[config.mk]
export PLATFORM = sky130hd
export DESIGN_NAME = aclk_master_gen
export DESIGN_NICKNAME = d
export VERILOG_FILES = /design/src/rtl/aclk_pkg.sv /design/src/rtl/aclk_strap_sampler.sv /design/src/rtl/aclk_mclk_meter.sv /design/src/rtl/aclk_clk_gen.sv /design/src/rtl/aclk_master_gen.sv
export SDC_FILE = /design/constraint.sdc
export NUM_CORES = 1
export LEC_CHECK = 0
export BUFFER_PORTS_ARGS = -buffer_cell sky130_fd_sc_hd__buf_2
export CORE_AREA = 2 2 66 80
export CTS_BUF_LIST = sky130_fd_sc_hd__clkbuf_16
export CTS_CLUSTER_DIAMETER = 40
export DETAILED_ROUTE_END_ITERATION = 8
export DIE_AREA = 0 0 68 82
export MAX_ROUTING_LAYER = met4
export PLACE_DENSITY = 0.69
export SYNTH_ARGS = -nofsm -noshare
export SYNTH_HDL_FRONTEND = slang
export SYNTH_SLANG_ARGS = --single-unit
[constraint.sdc]
create_clock -name mclk_i -period 6.05 [get_ports mclk_i]
set_clock_uncertainty 0.15 [all_clocks]
set_input_delay 0.3025 -clock mclk_i [delete_from_list [all_inputs] [get_ports mclk_i]]
set_output_delay 0.3025 -clock mclk_i [all_outputs]
set_load 0.02 [all_outputs]
[src/rtl/aclk_pkg.sv]
package aclk_pkg;

    typedef enum logic [1:0] {
        PH_STRAP   = 2'd0,
        PH_MEASURE = 2'd1,
        PH_RUN     = 2'd2
    } phase_e;

    typedef enum logic [1:0] {
        MT_IDLE  = 2'd0,
        MT_ARM   = 2'd1,
        MT_COUNT = 2'd2,
        MT_DONE  = 2'd3
    } meter_e;

    // Master cycles per bit clock period for a given configuration.
    function automatic logic [3:0] sclk_div(input logic dbl, input logic f3, input logic hi);
        logic [3:0] d;
        d = f3 ? 4'd3 : 4'd2;
        if (!dbl) d = d << 1;
        if (hi)   d = d << 1;
        return d;
    endfunction

    // Master cycles per frame = 64 bit periods.
    function automatic logic [9:0] frame_ratio(input logic dbl, input logic f3, input logic hi);
        return {sclk_div(dbl, f3, hi), 6'b000000};
    endfunction

endpackage

[src/rtl/aclk_strap_sampler.sv]
module aclk_strap_sampler #(
    parameter int N_SAMPLES = 4,
    parameter int WIDTH     = 2
) (
    input  logic             clk_i,
    input  logic             rst_ni,
    input  logic [WIDTH-1:0] pins_i,
    output logic             done_o,
    output logic [WIDTH-1:0] val_o
);
    localparam int CW = $clog2(N_SAMPLES + 1);

    typedef struct packed {
        logic [WIDTH-1:0] prev;
        logic [CW-1:0]    cnt;
        logic             done;
        logic [WIDTH-1:0] val;
    } strap_t;

    strap_t st_d, st_q;

    always_comb begin
        st_d = st_q;
        if (!st_q.done) begin
            if (st_q.cnt == '0 || pins_i != st_q.prev) begin
                st_d.prev = pins_i;
                st_d.cnt  = CW'(1);
            end else if (st_q.cnt == CW'(N_SAMPLES - 1)) begin
                st_d.done = 1'b1;
                st_d.val  = pins_i;
            end else begin
                st_d.cnt = st_q.cnt + CW'(1);
            end
        end
    end

    always_ff @(posedge clk_i) begin
        if (!rst_ni) st_q <= '0;
        else         st_q <= st_d;
    end

    assign done_o = st_q.done;
    assign val_o  = st_q.val;


    strap_hold_chk: assert property (@(posedge clk_i) disable iff (!rst_ni)
        (st_q.done && $past(st_q.done)) |-> $stable(st_q.val));


    strap_cnt_chk: assert property (@(posedge clk_i) disable iff (!rst_ni)
        st_q.cnt <= CW'(N_SAMPLES - 1));

endmodule

[src/rtl/aclk_mclk_meter.sv]
module aclk_mclk_meter
    import aclk_pkg::*;
#(
    parameter int WINDOW_TICKS = 2,
    parameter int EXP_LO_CNT   = 32,
    parameter int EXP_HI_CNT   = 64
) (
    input  logic clk_i,
    input  logic rst_ni,
    input  logic start_i,
    input  logic tick_i,
    output logic done_o,
    output logic hi_o
);
    localparam int MID     = (EXP_LO_CNT + EXP_HI_CNT) / 2;
    localparam int CNT_MAX = EXP_HI_CNT * 2;
    localparam int CW      = $clog2(CNT_MAX + 1);
    localparam int TW      = $clog2(WINDOW_TICKS + 1);

    typedef struct packed {
        meter_e        st;
        logic [CW-1:0] cnt;
        logic [TW-1:0] tk;
        logic          hi;
    } meter_t;

    meter_t m_d, m_q;
    logic [CW-1:0] cnt_inc;

    always_comb begin
        cnt_inc = (m_q.cnt == CW'(CNT_MAX)) ? m_q.cnt : m_q.cnt + CW'(1);
        m_d     = m_q;
        case (m_q.st)
            MT_IDLE: if (start_i) m_d.st = MT_ARM;
            MT_ARM: begin
                if (tick_i) begin
                    m_d.cnt = '0;
                    m_d.tk  = '0;
                    m_d.st  = MT_COUNT;
                end
            end
            MT_COUNT: begin
                m_d.cnt = cnt_inc;
                if (tick_i) begin
                    if (m_q.tk == TW'(WINDOW_TICKS - 1)) begin
                        m_d.hi = (cnt_inc > CW'(MID));
                        m_d.st = MT_DONE;
                    end else begin
                        m_d.tk = m_q.tk + TW'(1);
                    end
                end
            end
            default: m_d = m_q;
        endcase
    end

    always_ff @(posedge clk_i) begin
        if (!rst_ni) m_q <= '{st: MT_IDLE, cnt: '0, tk: '0, hi: 1'b0};
        else         m_q <= m_d;
    end

    assign done_o = (m_q.st == MT_DONE);
    assign hi_o   = m_q.hi;


    meter_hold_chk: assert property (@(posedge clk_i) disable iff (!rst_ni)
        (m_q.st == MT_DONE && $past(m_q.st == MT_DONE)) |-> $stable(m_q.hi));


    meter_sat_chk: assert property (@(posedge clk_i) disable iff (!rst_ni)
        m_q.cnt <= CW'(CNT_MAX));

endmodule

[src/rtl/aclk_clk_gen.sv]
module aclk_clk_gen #(
    parameter int BITS_PER_HALF = 32
) (
    input  logic       clk_i,
    input  logic       rst_ni,
    input  logic       run_i,
    input  logic [3:0] div_i,
    output logic       sclk_o,
    output logic       lrck_o
);
    localparam int BW = $clog2(BITS_PER_HALF);

    typedef struct packed {
        logic [3:0]    cnt;
        logic [BW-1:0] bitn;
        logic          sclk;
        logic          lrck;
    } gen_t;

    gen_t g_d, g_q;
    logic [3:0] low_len;
    logic       wrap;

    always_comb begin
        low_len = div_i - (div_i >> 1);
        wrap    = (g_q.cnt == div_i - 4'd1);
        g_d     = g_q;
        if (!run_i) begin
            g_d = '0;
        end else begin
            g_d.cnt  = wrap ? 4'd0 : g_q.cnt + 4'd1;
            g_d.sclk = (g_d.cnt >= low_len);
            if (wrap) begin
                if (g_q.bitn == BW'(BITS_PER_HALF - 1)) begin
                    g_d.bitn = '0;
                    g_d.lrck = ~g_q.lrck;
                end else begin
                    g_d.bitn = g_q.bitn + BW'(1);
                end
            end
        end
    end

    always_ff @(posedge clk_i) begin
        if (!rst_ni) g_q <= '0;
        else         g_q <= g_d;
    end

    assign sclk_o = g_q.sclk;
    assign lrck_o = g_q.lrck;


    lrck_edge_chk: assert property (@(posedge clk_i) disable iff (!rst_ni)
        (g_q.lrck != $past(g_q.lrck)) |-> (g_q.cnt == 4'd0 && !g_q.sclk));


    sclk_gate_chk: assert property (@(posedge clk_i) disable iff (!rst_ni)
        $rose(g_q.sclk) |-> $past(run_i));


    div_range_chk: assert property (@(posedge clk_i) disable iff (!rst_ni)
        run_i |-> (div_i >= 4'd2));

endmodule

[src/rtl/aclk_master_gen.sv]
module aclk_master_gen
    import aclk_pkg::*;
#(
    parameter int STRAP_SAMPLES = 4,
    parameter int WINDOW_TICKS  = 2,
    parameter int EXP_LO_CNT    = 32,
    parameter int EXP_HI_CNT    = 64
) (
    input  logic       mclk_i,
    input  logic       rst_ni,
    input  logic       ref_tick_i,
    input  logic       lrck_pin_i,
    input  logic       sclk_pin_i,
    output logic       lrck_o,
    output logic       lrck_oe_o,
    output logic       sclk_o,
    output logic       sclk_oe_o,
    output logic       mod_clk_o,
    output logic       dbl_speed_o,
    output logic       fam3x_o,
    output logic       ratio_hi_o,
    output logic [9:0] mclk_lrck_ratio_o
);
    typedef struct packed {
        phase_e ph;
        logic   oe;
        logic   mod;
    } top_t;

    top_t t_d, t_q;

    logic       strap_done, meas_done, meas_hi;
    logic [1:0] strap_val;
    logic [3:0] div;

    aclk_strap_sampler #(
        .N_SAMPLES (STRAP_SAMPLES),
        .WIDTH     (2)
    ) u_strap (
        .clk_i  (mclk_i),
        .rst_ni (rst_ni),
        .pins_i ({lrck_pin_i, sclk_pin_i}),
        .done_o (strap_done),
        .val_o  (strap_val)
    );

    aclk_mclk_meter #(
        .WINDOW_TICKS (WINDOW_TICKS),
        .EXP_LO_CNT   (EXP_LO_CNT),
        .EXP_HI_CNT   (EXP_HI_CNT)
    ) u_meter (
        .clk_i   (mclk_i),
        .rst_ni  (rst_ni),
        .start_i (strap_done),
        .tick_i  (ref_tick_i),
        .done_o  (meas_done),
        .hi_o    (meas_hi)
    );

    assign div = sclk_div(strap_val[1], strap_val[0], meas_hi);

    aclk_clk_gen #(
        .BITS_PER_HALF (32)
    ) u_gen (
        .clk_i  (mclk_i),
        .rst_ni (rst_ni),
        .run_i  (t_q.oe),
        .div_i  (div),
        .sclk_o (sclk_o),
        .lrck_o (lrck_o)
    );

    always_comb begin
        t_d     = t_q;
        t_d.mod = ~t_q.mod;
        case (t_q.ph)
            PH_STRAP:   if (strap_done) t_d.ph = PH_MEASURE;
            PH_MEASURE: begin
                if (meas_done) begin
                    t_d.ph = PH_RUN;
                    t_d.oe = 1'b1;
                end
            end
            default:    t_d.ph = PH_RUN;
        endcase
    end

    always_ff @(posedge mclk_i) begin
        if (!rst_ni) t_q <= '{ph: PH_STRAP, oe: 1'b0, mod: 1'b0};
        else         t_q <= t_d;
    end

    assign lrck_oe_o         = t_q.oe;
    assign sclk_oe_o         = t_q.oe;
    assign mod_clk_o         = t_q.mod;
    assign dbl_speed_o       = strap_val[1];
    assign fam3x_o           = strap_val[0];
    assign ratio_hi_o        = meas_hi;
    assign mclk_lrck_ratio_o = t_q.oe ? frame_ratio(strap_val[1], strap_val[0], meas_hi) : 10'd0;


    oe_needs_cfg_chk: assert property (@(posedge mclk_i) disable iff (!rst_ni)
        sclk_oe_o |-> (strap_done && meas_done));


    oe_sticky_chk: assert property (@(posedge mclk_i) disable iff (!rst_ni)
        $past(sclk_oe_o) |-> sclk_oe_o);


    mod_toggle_chk: assert property (@(posedge mclk_i) disable iff (!rst_ni)
        $past(rst_ni) |-> (mod_clk_o != $past(mod_clk_o)));


    pins_quiet_chk: assert property (@(posedge mclk_i) disable iff (!rst_ni)
        !lrck_oe_o |-> (!lrck_o && !sclk_o));

endmodule

* Yosys cells after proc, flatten, opt, wreduce, memory -nomap -nowiden *
Cells that the tools add are included.

cells by class
  add/sub/neg operators = 7
  muxes and demuxes = 23
  $lt $le $gt $ge = 2
  bitwise logic cells = 4
  eq/ne operators = 18
  reductions and logical operators = 17

operators with widths
  operator                                                                         number
  3-bit two-way mux                                                                8
  10-bit one-hot mux with 2 select lines                                           1
  2-bit AND reduction                                                              7
  12-bit two-way mux                                                               1
  10-bit two-way mux                                                               1
  2-bit inequality test, second input constant                                     5
  8-bit by 1-bit adder with 8-bit output, second input constant                    1
  8-bit == test, second input constant                                             1
  8-bit by 6-bit greater-than comparator with 1-bit output, second input constant  1
  2-bit two-way mux                                                                4
  4-bit two-way mux                                                                2
  8-bit two-way mux                                                                1
  2-bit by 1-bit == test with 1-bit output, second input constant                  3
  2-bit by 1-bit inequality test with 1-bit output, second input constant          3
  2-bit one-hot mux with 3 select lines                                            1
  3-bit AND reduction                                                              2
  5-bit by 1-bit adder with 5-bit output, second input constant                    1
  5-bit == test, second input constant                                             1
  5-bit two-way mux                                                                1
  5-bit AND reduction                                                              1
  4-bit by 1-bit adder with 4-bit output, second input constant                    1
  2-bit == test, second input constant                                             2
  4-bit == test                                                                    1
  4-bit >= comparator                                                              1
  15 further kinds                                                                 20

word-level totals
  register bits after elaboration = 36
  word-level logic and storage cells = 86
  input port bits = 5

* Logic depth before layout (Yosys ltp) *
  depth after elaboration = 7
  depth in mapped cells = 17
  depth with buffers taken out = 16

* By module *
A second synthesis with hierarchy kept.

unflattened totals
  cell total of the unflattened synthesis = 271
  area, all modules = 2462.4 µm²

by module, submodules not included
  module              times used  seq. area each (µm²)  area an instance (µm²)  cells each
  aclk_mclk_meter     1           260.2                 955.9                   112
  aclk_clk_gen        1           220.2                 783.3                   84
  aclk_strap_sampler  1           160.2                 441.7                   41
  aclk_master_gen     1           80.1                  281.5                   34

* Worst setup path before layout *
OpenSTA, ideal clock, no wires.

  path type = register -> register
  start = reg u_strap.st_q (netlist bit u_strap.val_o[1])
  end = reg u_gen.g_q (netlist bit u_gen.sclk_o)
  stages on the path, launching flop included = 18
  required time = 5771 ps
  arrival time = 3168 ps
  period minus slack after synthesis = 3447 ps
  setup time = 129 ps
  slack = 2603 ps
  path through = dfxtp_1 -> nor2b_4 -> nor2_1 -> nor2_1 -> inv_1 -> ha_1 -> xor2_1 -> or3_1 -> nand4_1 -> nor2_1 -> buf_6 -> or2_1 -> ha_1 -> nand2b_1 -> a21o_1 -> a21o_1 -> a21oi_1 -> nor2_1

on the way
  cells in the longest elaborated chain, start to end = 6
  elaborated cells between the ends (all ways) = 7
  those cells by class = 2 x add/sub; 1 x order compare; 1 x eq/ne; 3 x mux

RTL lines
  item                                         line                      RTL
  from (decl)                                  aclk_strap_sampler.sv:20  strap_t st_d, st_q;
  from (signal assigned)                       aclk_strap_sampler.sv:39  else st_q <= st_d;
  3-bit two-way mux *                          aclk_pkg.sv:20            if (!dbl) d = d << 1;
  4-bit two-way mux *                          aclk_pkg.sv:21            if (hi) d = d << 1;
  4-bit by 1-bit subtractor with 4-bit output  aclk_clk_gen.sv:26        wrap = (g_q.cnt == div_i - 4'd1);
  4-bit == test                                aclk_clk_gen.sv:26
  4-bit two-way mux                            aclk_clk_gen.sv:31        g_d.cnt = wrap ? 4'd0 : g_q.cnt + 4'd1;
  4-bit >= comparator *                        aclk_clk_gen.sv:32        g_d.sclk = (g_d.cnt >= low_len);
  to (signal assigned)                         aclk_clk_gen.sv:46        else g_q <= g_d;
  to (decl)                                    aclk_clk_gen.sv:20        gen_t g_d, g_q;

Mark *: on every way between the ends. The rest lies on a longest branch, timed or not.
A chain may end at the register's enable or synchronous reset.

* Worst setup path in the final report *
Ends and elaborated chain as after synthesis.

==> impl_metrics.csv <==
group,metric,value,unit
outcome,outcome,"complete, no violations",
clock_network,clock_sink_count,36,
yosys,ys_seq_area_frac,0.308,
die,rows,28,
min_path,hp-class,"input port to flop",
worst_setup_path,worstPathMaxFanout,11,
power,p_seq_frac,0.436,
yosys,synth-simple-area-share,0.243,
sta,fin_crit_sh,0.615,
yosys,synth_area_per_cell,8.49,um2
yosys,synth_cells,276,
power,p_sw,0.114,mW
sta,relSlewSlack,0.526,
placement,dpl.hpwl,3110,um
yosys,yosys_warnings,0,
worst_setup_path,path_class,"flop to flop",
job,cap_violations,0,
yosys,async_reset_ff_frac,0,
yosys,synth.area.mux_share,0.0390,
clock_network,clock_latency,280,ps
die,die_w,68,um
route,ant_nets,0,
power,p_leak,1.11,nW
worst_setup_path,cpMostUsedCell,"nor2_1",
die,start_util,0.484,
cells_and_area,final_cell_mix,"36 x nor2_1, 36 x dfxtp_1, 21 x ha_1, 18 x nand2_1, 17 x inv_1",
die,core_area,4830,um2
power,peakVddDrop,0.000161,V
yosys,synthAdderAreaFrac,0.121,
yosys,ys_seq_elements,36,
clock_network,cts_buffers,5,
min_path,worstHoldPathCells,3,
grt,grt_use_met3,0.0534,
worst_setup_path,worstPathBufferInverterCount,1,
clock_network,htree_levels,2,
yosys,synth_top_family_by_area,"simple AND/OR/NAND/NOR gates",
yosys,synth_compound_area_frac,0.177,
sta,final.min_clock_period,3720,ps
route,wl,4280,um
cells_and_area,area_delta_synth_final,10.1,%
worst_setup_path,worst_ep_arrival_time,3730,ps
yosys,synthXorXnorAreaFrac,0.0374,
sta,holdWs,152,ps
clock_network,cts_hold_buffers,0,
yosys,syn_area,2340,um2
sta,grt_setup_unrepaired,"false",
grt,busiest_layer,"met2",
sta,setup-tns-final,0,ps
clock_network,cts.clk_slew.worst_paths,60,ps
power,power_density,214,nW/um2
cells_and_area,n_antenna_cell,0,
route,vias,1895,
clock_network,cts_tree,"yes",
worst_setup_path,start_kind,"flop",
sta,fmax,0.269,GHz
power,combPwrFrac,0.029,
sta,setup_viol,0,
grt,overflow,0,
worst_setup_path,r2r.worst_path.cells,15,
power,power_frac_clock,0.535,
die,die_h,82,um
clock_network,cts-resized-gates,0,
grt,grt_max_degree,22,
yosys,synth-edff-count,0,
worst_setup_path,cp_top_family,"simple AND/OR/NAND/NOR gates",
worst_setup_path,crit_slowest_cell,"nor2_1",
worst_setup_path,cp.depth,15,
grt,grt_usage,0.166,
placement,gp_congestion,0.843,
route,drc_errors,0,
route,dr.first_iter.drc_count,90,
grt,grt_pass1_wl,6820,um
sta,tightest_slew,708,ps
route,drt_pre_antenna_iters,4,
grt,grt_pass1_vias,1562,
grt,antenna_found_initial,0,
yosys,yosysTopAreaCell,"dfxtp_1",
worst_setup_path,critPathMaxStageDelay,580,ps
sta,hold_viol,0,
clock_network,cts.path.max_buffers,2,
power,internal_power,0.437,mW
clock_network,cts_setup_buffers,0,
route,wl_per_cell,12.3,um
clock_network,cts_root_buffer,"clkbuf_16",
yosys,synth_flop_cell,"dfxtp_1",
die,boundaryPins,23,
cells_and_area,drive_above_1_share,0.118,
sta,drv_slew,0,
die,die-area,5580,um2
grt,grt_use_met1,0.198,
cells_and_area,nNetsFinal,315,
yosys,synth_top_area_frac,0.308,
power,switching_share,0.207,
yosys,ys_types,58,
yosys,synth_area_leaders,"dfxtp_1 31%, ha_1 11%, nor2_1 5.8%",
worst_setup_path,setup.worst_path.end_class,"flop",
route,via_per_inst,5.43,
placement,io_buffer_count,16,
grt,gr-usage-met2,0.263,
worst_setup_path,crit_required,6060,ps
worst_setup_path,worstPathCellList,"nor2b_4 -> nor2_1 -> nor2_1 -> inv_1 -> ha_1 -> a21boi_0 -> o211ai_2 -> nor2_1 -> or2_1 -> ha_1 -> nand2b_1 -> a21o_1 -> a21o_1 -> a21oi_1 -> nor2_1",
power groups by stage:
stage	combinational [mW]	clock, mW	sequential, mW
floorplan	0.0139	0	0.246
detailed placement	0.0161	0	0.246
finish	0.0161	0.295	0.240
global route	0.0181	0.310	0.241
global placement	0.0159	0	0.246
CTS	0.0161	0.300	0.240
cell type report:
class | count | area, um2
clock buffers | 5 | 125
clock inverters | 3 | 42.5
fillers | 449 | 2260
inverters | 17 | 63.8
multi-input cells | 212 | 1470
flip-flops and latches | 36 | 721
well taps | 60 | 75.1
repair buffers | 16 | 80.1
cell usage after synthesis (2+ instances only):
cell / n
dfxtp_1: 36
nor2_1: 36
ha_1: 21
nand2_1: 18
inv_1: 17
o21ai_0: 12
a21oi_1: 10
mux2i_1: 8
nor3_1: 8
buf_4: 7
nand2b_1: 6
nand3_1: 6
a22oi_1: 5
and3_1: 5
xnor2_1: 5
xor2_1: 5
a21o_1: 4
a31oi_1: 4
and2_1: 4
clkbuf_1: 4
a211oi_1: 3
o211a_1: 3
a2bb2oi_1: 2
a31o_1: 2
and4_1: 2
buf_2: 2
buf_6: 2
conb_1: 2
nand3b_1: 2
nand4_1: 2
nor2b_1: 2
nor3b_1: 2
nor3b_2: 2
o211ai_1: 2
or3_1: 2
worst paths after layout:
check        slack [ps]                           end                     startpoint
min reg2reg         260          mod_clk_o$_SDFF_PN0_           mod_clk_o$_SDFF_PN0_
min                 150  u_strap.st_q[7]$_SDFFE_PN0P_                     lrck_pin_i
max reg2reg        2330       u_gen.sclk_o$_SDFF_PN0_  u_strap.val_o[1]$_SDFFE_PN0P_
max                2330       u_gen.sclk_o$_SDFF_PN0_  u_strap.val_o[1]$_SDFFE_PN0P_
metal layers:
| layer | share of wire | up-vias |
|---|---|---|
| met1 | 0.46 | 884 |
| met4 | 0.0054 | 0 |
| met3 | 0.039 | 2 |
| li1 | - | 977 |
| met5 | 0 | - |
| met2 | 0.50 | 32 |
tightest hold or removal path, stage by stage:
cell and delay (ps):
buf_2 110, mux2i_1 70, nor2_1 70
registers in the layout (all words and copies together), names as in the netlist:
name	flops
u_meter.m_q	12
u_gen.g_q	9
u_strap.st_q	5
t_q	2
u_strap.val_o	2
lrck_oe_o	1
mod_clk_o	1
u_gen.lrck_o	1
u_gen.sclk_o	1
u_meter.hi_o	1
u_strap.done_o	1
through the flow:
step / power, mW / utilization / std cells / worst slack [ps] / area (um2)
CTS: 0.557 / 0.533 / 349 / 2310 / 2580
global placement: 0.261 / 0.499 / 341 / 2460 / 2410
global route: 0.568 / 0.533 / 349 / 1990 / 2580
floorplan: 0.260 / - / 281 / 2600 / 2360
finish: 0.551 / 0.533 / 349 / 2330 / 2580
detailed placement: 0.262 / 0.499 / 341 / 2300 / 2410
kinds of logic after synthesis:
logic type                 after synthesis
xor gates and xnor gates                10
AOI/OAI and AO/OA                       59
other                                    2
and+or+nand+nor                        105
buffers and inverters                   33
DFF                                     36
adders and majority gates               22
muxes                                    9
No activity file was read; power rests on OpenSTA's default activity.
